File: src/rtl/irqw_pkg.sv
package irqw_pkg;

  // Type codes handed to the core; the numeric value is also the priority rank.
  typedef enum logic [1:0] {
    IRQ_SMI   = 2'b00,
    IRQ_INIT  = 2'b01,
    IRQ_LINT0 = 2'b10,
    IRQ_LINT1 = 2'b11
  } irq_code_e;

  // Number of sources that ignore the interrupt-enable flag (placed first).
  localparam int unsigned NUM_FIXED = 2;

  // Index of the lowest set bit of an eight-bit vector, zero when empty.
  function automatic logic [2:0] lowest_set(input logic [7:0] v);
    logic [2:0] r;
    r = '0;
    for (int i = 7; i >= 0; i--) begin
      if (v[i]) r = i[2:0];
    end
    return r;
  endfunction

  // Mask with the maskable sources set: every source at or above NUM_FIXED.
  function automatic logic [7:0] maskable_bits(input int unsigned n_src);
    logic [7:0] m;
    m = '0;
    for (int i = 0; i < 8; i++) begin
      if (i >= NUM_FIXED && i < n_src) m[i] = 1'b1;
    end
    return m;
  endfunction

endpackage

File: src/rtl/irqw_src_latch.sv
module irqw_src_latch (
  input  logic clk,
  input  logic rst_n,
  input  logic capture_en,
  input  logic pulse,
  input  logic consume,
  output logic pending
);

  // One sticky bit per source: repeated pulses collapse into one event.
  logic pend_q;

  always_ff @(posedge clk or negedge rst_n) begin
    if (!rst_n)                    pend_q <= 1'b0;
    else if (consume)              pend_q <= 1'b0;
    else if (capture_en && pulse)  pend_q <= 1'b1;
  end

  assign pending = pend_q;

  // a captured pulse is visible on the next cycle
  a_r2_capture_sets: assert property (@(posedge clk) disable iff (!rst_n)
    (capture_en && pulse && !consume) |=> pending);

  // a consumed bit is gone on the next cycle
  a_r7_consume_clears: assert property (@(posedge clk) disable iff (!rst_n)
    (consume && !capture_en) |=> !pending);

endmodule

File: src/rtl/irqw_prio_sel.sv
module irqw_prio_sel #(
  parameter int unsigned NUM_SRC = 4,
  localparam int unsigned CODE_W = (NUM_SRC > 1) ? $clog2(NUM_SRC) : 1
) (
  input  logic               clk,
  input  logic               rst_n,
  input  logic [NUM_SRC-1:0] eligible,
  output logic               offer,
  output logic [CODE_W-1:0]  code,
  output logic [NUM_SRC-1:0] grant
);

  import irqw_pkg::*;

  // Prefix chain: a source wins when nothing of lower code is eligible.
  logic [NUM_SRC:0] seen;
  assign seen[0] = 1'b0;

  for (genvar g = 0; g < NUM_SRC; g++) begin : g_chain
    assign grant[g]  = eligible[g] && !seen[g];
    assign seen[g+1] = seen[g] || eligible[g];
  end

  logic [7:0] elig_wide;
  assign elig_wide = 8'(eligible);
  assign offer     = seen[NUM_SRC];
  assign code      = CODE_W'(lowest_set(elig_wide));

  // at most one source granted
  a_r6_single_grant: assert property (@(posedge clk) disable iff (!rst_n)
    $onehot0(grant));

  // the chain and the encoder agree on the winner
  a_r6_code_matches: assert property (@(posedge clk) disable iff (!rst_n)
    offer |-> grant[code]);

endmodule

File: src/rtl/irqw_wake_ctl.sv
module irqw_wake_ctl (
  input  logic clk,
  input  logic rst_n,
  input  logic stop_grant,
  input  logic monitor_evt,
  input  logic irq_any,
  output logic exit_evt,
  output logic mon_pending,
  output logic wake_req
);

  logic sg_q;
  logic mon_q;

  always_ff @(posedge clk or negedge rst_n) begin
    if (!rst_n) sg_q <= 1'b0;
    else        sg_q <= stop_grant;
  end

  // Exit from stop-grant: flag was high last cycle and is low now.
  assign exit_evt = sg_q && !stop_grant;

  // The monitor bit is cleared once stop-grant has been left for one edge.
  always_ff @(posedge clk or negedge rst_n) begin
    if (!rst_n)                          mon_q <= 1'b0;
    else if (!stop_grant)                mon_q <= 1'b0;
    else if (monitor_evt)                mon_q <= 1'b1;
  end

  assign mon_pending = mon_q;
  assign wake_req    = stop_grant && (irq_any || mon_q);

  // monitor bit dropped after the exit edge
  a_r9_monitor_dropped: assert property (@(posedge clk) disable iff (!rst_n)
    exit_evt |=> (!mon_pending || stop_grant));

  // a monitor event inside stop-grant raises the wake request next cycle
  a_r3_monitor_wakes: assert property (@(posedge clk) disable iff (!rst_n)
    (stop_grant && monitor_evt) |=> (wake_req || !stop_grant));

  // no wake request outside stop-grant
  a_r5_quiet_outside: assert property (@(posedge clk) disable iff (!rst_n)
    !stop_grant |-> !wake_req);

endmodule

File: src/rtl/irq_wake_latch.sv
module irq_wake_latch #(
  parameter int unsigned NUM_LINT = 2,
  localparam int unsigned NUM_SRC = irqw_pkg::NUM_FIXED + NUM_LINT,
  localparam int unsigned CODE_W  = $clog2(NUM_SRC)
) (
  input  logic                clk,
  input  logic                rst_n,
  input  logic                stop_grant_i,
  input  logic                irq_enable_i,
  input  logic                smi_pulse_i,
  input  logic                init_pulse_i,
  input  logic [NUM_LINT-1:0] lint_pulse_i,
  input  logic                monitor_evt_i,
  output logic                wake_req_o,
  output logic                dlv_valid_o,
  output logic [CODE_W-1:0]   dlv_type_o,
  input  logic                dlv_ready_i
);

  import irqw_pkg::*;

  localparam logic [NUM_SRC-1:0] MASKABLE = NUM_SRC'(maskable_bits(NUM_SRC));

  logic [NUM_SRC-1:0] pulse_vec;
  logic [NUM_SRC-1:0] pend_w;
  logic [NUM_SRC-1:0] elig_w;
  logic [NUM_SRC-1:0] grant_w;
  logic [NUM_SRC-1:0] consume_w;
  logic               offer_w;
  logic               accept_w;
  logic               exit_w;
  logic               mon_pend_w;

  // Source order fixes the code: fixed sources first, then the local lines.
  assign pulse_vec = {lint_pulse_i, init_pulse_i, smi_pulse_i};

  for (genvar s = 0; s < NUM_SRC; s++) begin : g_src
    irqw_src_latch u_latch (
      .clk        (clk),
      .rst_n      (rst_n),
      .capture_en (stop_grant_i),
      .pulse      (pulse_vec[s]),
      .consume    (consume_w[s]),
      .pending    (pend_w[s])
    );
  end

  // Delivery only outside stop-grant; local lines also need the enable flag.
  assign elig_w = stop_grant_i ? '0
                : (pend_w & ~(MASKABLE & {NUM_SRC{!irq_enable_i}}));

  irqw_prio_sel #(.NUM_SRC(NUM_SRC)) u_sel (
    .clk      (clk),
    .rst_n    (rst_n),
    .eligible (elig_w),
    .offer    (offer_w),
    .code     (dlv_type_o),
    .grant    (grant_w)
  );

  assign dlv_valid_o = offer_w;
  assign accept_w    = offer_w && dlv_ready_i;
  assign consume_w   = accept_w ? grant_w : '0;

  irqw_wake_ctl u_wake (
    .clk         (clk),
    .rst_n       (rst_n),
    .stop_grant  (stop_grant_i),
    .monitor_evt (monitor_evt_i),
    .irq_any     (|pend_w),
    .exit_evt    (exit_w),
    .mon_pending (mon_pend_w),
    .wake_req    (wake_req_o)
  );

  // nothing offered inside stop-grant
  a_r6_no_offer_in_sg: assert property (@(posedge clk) disable iff (!rst_n)
    stop_grant_i |-> !dlv_valid_o);

  // no new pending bit appears outside stop-grant
  a_r2_no_capture_outside: assert property (@(posedge clk) disable iff (!rst_n)
    !stop_grant_i |=> ((pend_w & ~$past(pend_w)) == '0));

  // the accepted source is cleared by the next cycle
  a_r7_accept_clears: assert property (@(posedge clk) disable iff (!rst_n)
    (accept_w && !stop_grant_i) |=> ((pend_w & $past(grant_w)) == '0));

  // an offer not accepted keeps its source pending
  a_r10_hold_pending: assert property (@(posedge clk) disable iff (!rst_n)
    (dlv_valid_o && !dlv_ready_i) |=> ((pend_w & $past(grant_w)) == $past(grant_w)));

  // a masked local line is never offered
  a_r8_mask_respected: assert property (@(posedge clk) disable iff (!rst_n)
    (dlv_valid_o && !irq_enable_i) |-> !MASKABLE[dlv_type_o]);

  // monitor bit never outlives an exit edge
  a_r9_exit_drops_monitor: assert property (@(posedge clk) disable iff (!rst_n)
    (exit_w && !stop_grant_i) |=> (!mon_pend_w || stop_grant_i));

endmodule

File: config.mk
export PLATFORM = sky130hd
export DESIGN_NAME = irq_wake_latch
export DESIGN_NICKNAME = d
export VERILOG_FILES = /design/src/rtl/irqw_pkg.sv /design/src/rtl/irqw_src_latch.sv /design/src/rtl/irqw_prio_sel.sv /design/src/rtl/irqw_wake_ctl.sv /design/src/rtl/irq_wake_latch.sv
export SDC_FILE = /design/constraint.sdc
export NUM_CORES = 1
export LEC_CHECK = 0
export BUFFER_PORTS_ARGS = -buffer_cell sky130_fd_sc_hd__buf_2
export CAP_MARGIN = 20
export CORE_AREA = 3 3 40 42
export CTS_CLUSTER_DIAMETER = 150
export DETAILED_ROUTE_END_ITERATION = 10
export DIE_AREA = 0 0 43 45
export GPL_TIMING_DRIVEN = 0
export MAX_ROUTING_LAYER = met4
export PLACE_DENSITY_LB_ADDON = 0.2
export SLEW_MARGIN = 20
export SYNTH_ARGS = -nofsm -noshare
export SYNTH_HDL_FRONTEND = slang
export SYNTH_SLANG_ARGS = --single-unit
File: constraint.sdc
create_clock -name clk -period 2.9 [get_ports clk]
set_clock_uncertainty 0.1 [all_clocks]
set_input_delay 0 -clock clk [delete_from_list [all_inputs] [get_ports clk]]
set_output_delay 0 -clock clk [all_outputs]
set_load 0.01 [all_outputs]
[Yosys cells after proc, flatten, opt, wreduce, memory -nomap -nowiden]
Cells that the tools add are included.
Operators by class
  eq/ne operators: 1
  reductions and logical operators: 22
  bitwise gates (word level): 2
  muxes and demuxes: 16
Operator list (count)
  2-to-1 mux 1 bit: 10
  logical AND 1 bit: 9
  2-to-1 mux 2 bit: 4
  2-to-1 mux 4 bit: 2
  nonzero test 2 bit: 4
  bitwise AND 4 bit: 1
  zero test 1 bit: 4
  logical OR 1 bit: 4
  NOT 4 bit: 1
  OR reduction 4 bit: 1
  inequality test 2 x 1 -> 1 bit (second input constant): 1
Word-level totals
  output and inout bits: 4
  logic and storage cells: 46
  register bits: 5
  input bits: 10

[Logic depth before layout (Yosys ltp)]
  depth in word-level cells: 10
  depth in mapped cells: 3
  depth with buffers taken out: 2

[Cells and area by module]
A second synthesis with hierarchy kept.
Unflattened totals
  cell total of the unflattened synthesis: 37
  area, all modules: 331.6 um^2
Modules (own cells, without submodules)
  irqw_src_latch: area an instance 33.8 um^2, cells each 3, seq. area each 25.0 um^2, instances 4
  irqw_wake_ctl: area an instance 71.3 um^2, cells each 5, seq. area each 50.0 um^2, instances 1
  irq_wake_latch: area an instance 63.8 um^2, cells each 9, seq. area each 0.0 um^2, instances 1
  irqw_prio_sel: area an instance 61.3 um^2, cells each 11, seq. area each 0.0 um^2, instances 1

[Worst setup path before layout]
No wires, ideal clock.
  kind: flip-flop to output port
  start point: register g_src[2].u_latch.pend_q
  end point: output dlv_type_o[0]
  setup slack: 1.949 ns
  arrival: 0.851 ns
  data required time: 2.800 ns
  path buffers: 0
  cell stages (with the launch flop): 3
  path through: dfrtp_1 nand3b_1 a211oi_2
Between the ends
  cells in the longest elaborated chain, start to end: 5
RTL lines
  start, declared: RTL line irqw_src_latch.sv:11  | logic pend_q;
  start signal, assigned: RTL line irqw_src_latch.sv:14  | if (!rst_n) pend_q <= 1'b0;
  start signal, assigned: RTL line irqw_src_latch.sv:15  | else if (consume) pend_q <= 1'b0;
  start signal, assigned: RTL line irqw_src_latch.sv:16  | else if (capture_en && pulse) pend_q <= 1'b1;
  bitwise AND 4 bit: RTL line irq_wake_latch.sv:50  | : (pend_w & ~(MASKABLE & {NUM_SRC{!irq_enable_i}}));
  2-to-1 mux 4 bit: RTL line irq_wake_latch.sv:49  | assign elig_w = stop_grant_i ? '0
  2-to-1 mux 2 bit (3 in series): RTL line irqw_pkg.sv:19  | if (v[i]) r = i[2:0];
  end, declared: RTL line irq_wake_latch.sv:16  | output logic [CODE_W-1:0] dlv_type_o,
No other way between the ends.

[Worst setup path after layout]
  start point: register g_src[0].u_latch.pend_q
  end point: register g_src[2].u_latch.pend_q
Between the ends
  cells in the longest elaborated chain, start to end: 8
  elaborated cells between the ends (all ways): 11
  classes of those cells: mux (3); bitwise (1); reduce/logical (7)
RTL lines
  start, declared: RTL line irqw_src_latch.sv:11
  start signal, assigned: RTL line irqw_src_latch.sv:14
  start signal, assigned: RTL line irqw_src_latch.sv:15
  start signal, assigned: RTL line irqw_src_latch.sv:16
  bitwise AND 4 bit *: RTL line irq_wake_latch.sv:50
  2-to-1 mux 4 bit *: RTL line irq_wake_latch.sv:49
  logical OR 1 bit *: RTL line irqw_prio_sel.sv:21  | assign seen[g+1] = seen[g] || eligible[g];
  logical OR 1 bit (2 in series): RTL line irqw_prio_sel.sv:21
  logical AND 1 bit: RTL line irq_wake_latch.sv:62  | assign accept_w = offer_w && dlv_ready_i;
  2-to-1 mux 4 bit *: RTL line irq_wake_latch.sv:63  | assign consume_w = accept_w ? grant_w : '0;
  2-to-1 mux 1 bit / nonzero test 2 bit (equally long branches)
Every way passes the cells marked *; elsewhere a longest branch is shown, timed or not.
A chain may end at the register's enable or synchronous reset.

==> run metrics <==
status completed; total setup buffers inserted after CTS 0; count of different cell masters after synthesis 17; total power 205 uW; H-tree levels 1; Pwr Density 422 nW/um^2; DR pass1 iterations 4; CTS clk-pin slew, worst paths 40 ps; total leakage power 0.221 nW; slowest cell on the critical path dlygate4sd3_1; GPL Wtd Cong about 0.7; Die Y-Extent 45 um; vias between 200 and 300; # clock sinks 5; Least-Margin Pin Slew 206 ps; Die Area 1940 um^2; Hold Vio Cnt, Final 0; layout cells sized above 1 0.345; multi-input logic area roughly 130 um^2; Initial Util 0.211; final setup fails 0; vias in the first global route 291; GRT Residual Overflow 0; CTS Hold Buffers Added 11; Layout Nets between 60 and 70; syn_nets 38; crit end category flop; Crit Path Max Fanout 5; worst hold path class in -> reg; peak supply drop 175 uV; XOR/XNOR Fraction of Synth Area 0; cell row count 13; CTS Root Cell clkbuf_4; HPWL after DPL 529 um; GRT Util Overall 0.0863; Clock Latency Late Sink 230 ps; Fillers 128; Register Area ~130 um^2; fin. max-slew vios 0; post-route antenna net violation count 0; largest family of logic cells by synthesized area compound AO/OA/AOI/OAI gates; post-DR vias/cell 4.11; cell area after synthesis roughly 270 um^2; final worst-path cycle share 0.524; Mapped Avg Cell Area ~9.7 um^2; TritonCTS buffer count 3; leading area contributor after synthesis dfrtp_1; Synth Instances 28; CP startpoint kind flop; worst hold slack 11.4 ps; required time worst endpoint between 2000 and 3000 ps; Synth Area in Adders 0; # IOs 14; Layout Area Growth over Synthesis 79.3%; worst relative slew slack 0.861; final instance area 487 um^2; MaxCap Viol Count 0; first-pass GRT wire length 1160 um; Simple-Gate Fraction of Synth Area 0.198; dpl cell area 350 um^2; CTS max path bufs 2; post-synth top area share 0.461; drt first-iter violations 2; crit path kind reg -> reg; #FFs+latches synth 5; PortBufs 12; DR WL/cell 10.0 um; synth top area cells dfrtp_1 (46%), a21oi_1 (7.4%), o21ai_0 (5.5%), a211oi_2 (4.6%), and4bb_1 (4.6%); critical-path cell list nor2_2 > a31oi_1 > dlygate4sd3_1; # DRC 0; largest net degree at the start of global routing 11; width of the die roughly 43 um; Crit path largest cell delay approximately 570 ps; register area share after synthesis 0.461; post_cts resized 0; Synth Area in Compound Gates 0.286; fmax 0.658 GHz; TNS Setup 0 ps; Final min period 1520 ps; worst-case reg-to-reg path depth 3; mux share of post-synthesis cell area 0; hold path cells 3; setup repair after global routing missed its margin no; final wirelength roughly 700 um; critical path arrival 1530 ps; Yosys warnings 0; CTS tree yes; core area 1280 um^2; initial antenna violation count 0; diodes inserted 0
## area by class of cell
cell class,count,share of cell area
timing repair buffer,23,0.350
multi-input combinational,20,0.270
sequential,5,0.257
clock buffer,4,0.0540
tap,15,0.0386
buffer,1,0.0154
inverter,2,0.0154
## cells in the final DEF (no fill, tap or decap), drive strengths merged
master and n:
buf 13, dlygate4sd3 11, dfrtp 5, a21oi 4
clkbuf 4, o21ai 3, nor2 3, inv 2
nor2b 2, nand3b 1, a211oi 1, and4bb 1
nor3 1, a21boi 1, a41oi 1, a31oi 1
o21a 1
## layer usage
layer  track usage  vias up  share of wire
met3        0.0199        0          0.061
li1              -      155              -
met2         0.123        8           0.45
met1        0.0956      125           0.49
met5             -        -              0
met4        0.0904        0              0
## registers in the layout, summed over array words and instances (netlist names)
name	flops
u_wake.mon_pending	1
g_src.u_latch.pending	4
## through the flow
step / cells / util / worst slack, ps
2_1_floorplan: 28 / - / 1950
5_1_grt: 70 / 0.379 / 1300
3_5_place_dp: 55 / 0.273 / 1820
3_3_place_gp: 55 / 0.273 / 1840
4_1_cts: 70 / 0.379 / 1380
6_report: 70 / 0.379 / 1380
## Yosys cell counts (all sizes together)
master	instances
a211oi	1
a21boi	1
a21oi	4
a31oi	1
a41oi	1
and4bb	1
buf	1
dfrtp	5
inv	2
nand3b	1
nor2	3
nor2b	2
nor3	1
o21a	1
o21ai	3
## path summary, 6_finish.rpt
kind                                       endpoint                startpoint  slack (ps)
setup / recovery           g_src[2].u_latch.pending  g_src[0].u_latch.pending        1380
hold / removal             g_src[0].u_latch.pending              stop_grant_i          10
setup reg to reg           g_src[2].u_latch.pending  g_src[0].u_latch.pending        1380
hold reg to reg            g_src[1].u_latch.pending  g_src[1].u_latch.pending         500
max in group asynchronous        u_wake.mon_pending                     rst_n        1460
min in group asynchronous  g_src[2].u_latch.pending                     rst_n         530
## critical path, delay by kind of cell (launching register included)
kind            cells  cell delay, ps
compound gates      1             110
flops               1             410
simple gates        1             210
buf+inv             1             570
## where the power goes
part | internal (mW) | switching, mW
combinational | 0.0265 | 0.0184
clock | 0.0519 | 0.0260
sequential | 0.0759 | 0.00648
## logic make-up (layout without fill, tap and decap cells)
group                  after synthesis  count (layout)
AO/OA/AOI/OAI                       12              12
buffers and inverters                3              30
flip-flops                           5               5
AND/OR/NAND/NOR                      8               8
No activity file was read; power rests on OpenSTA's default activity.
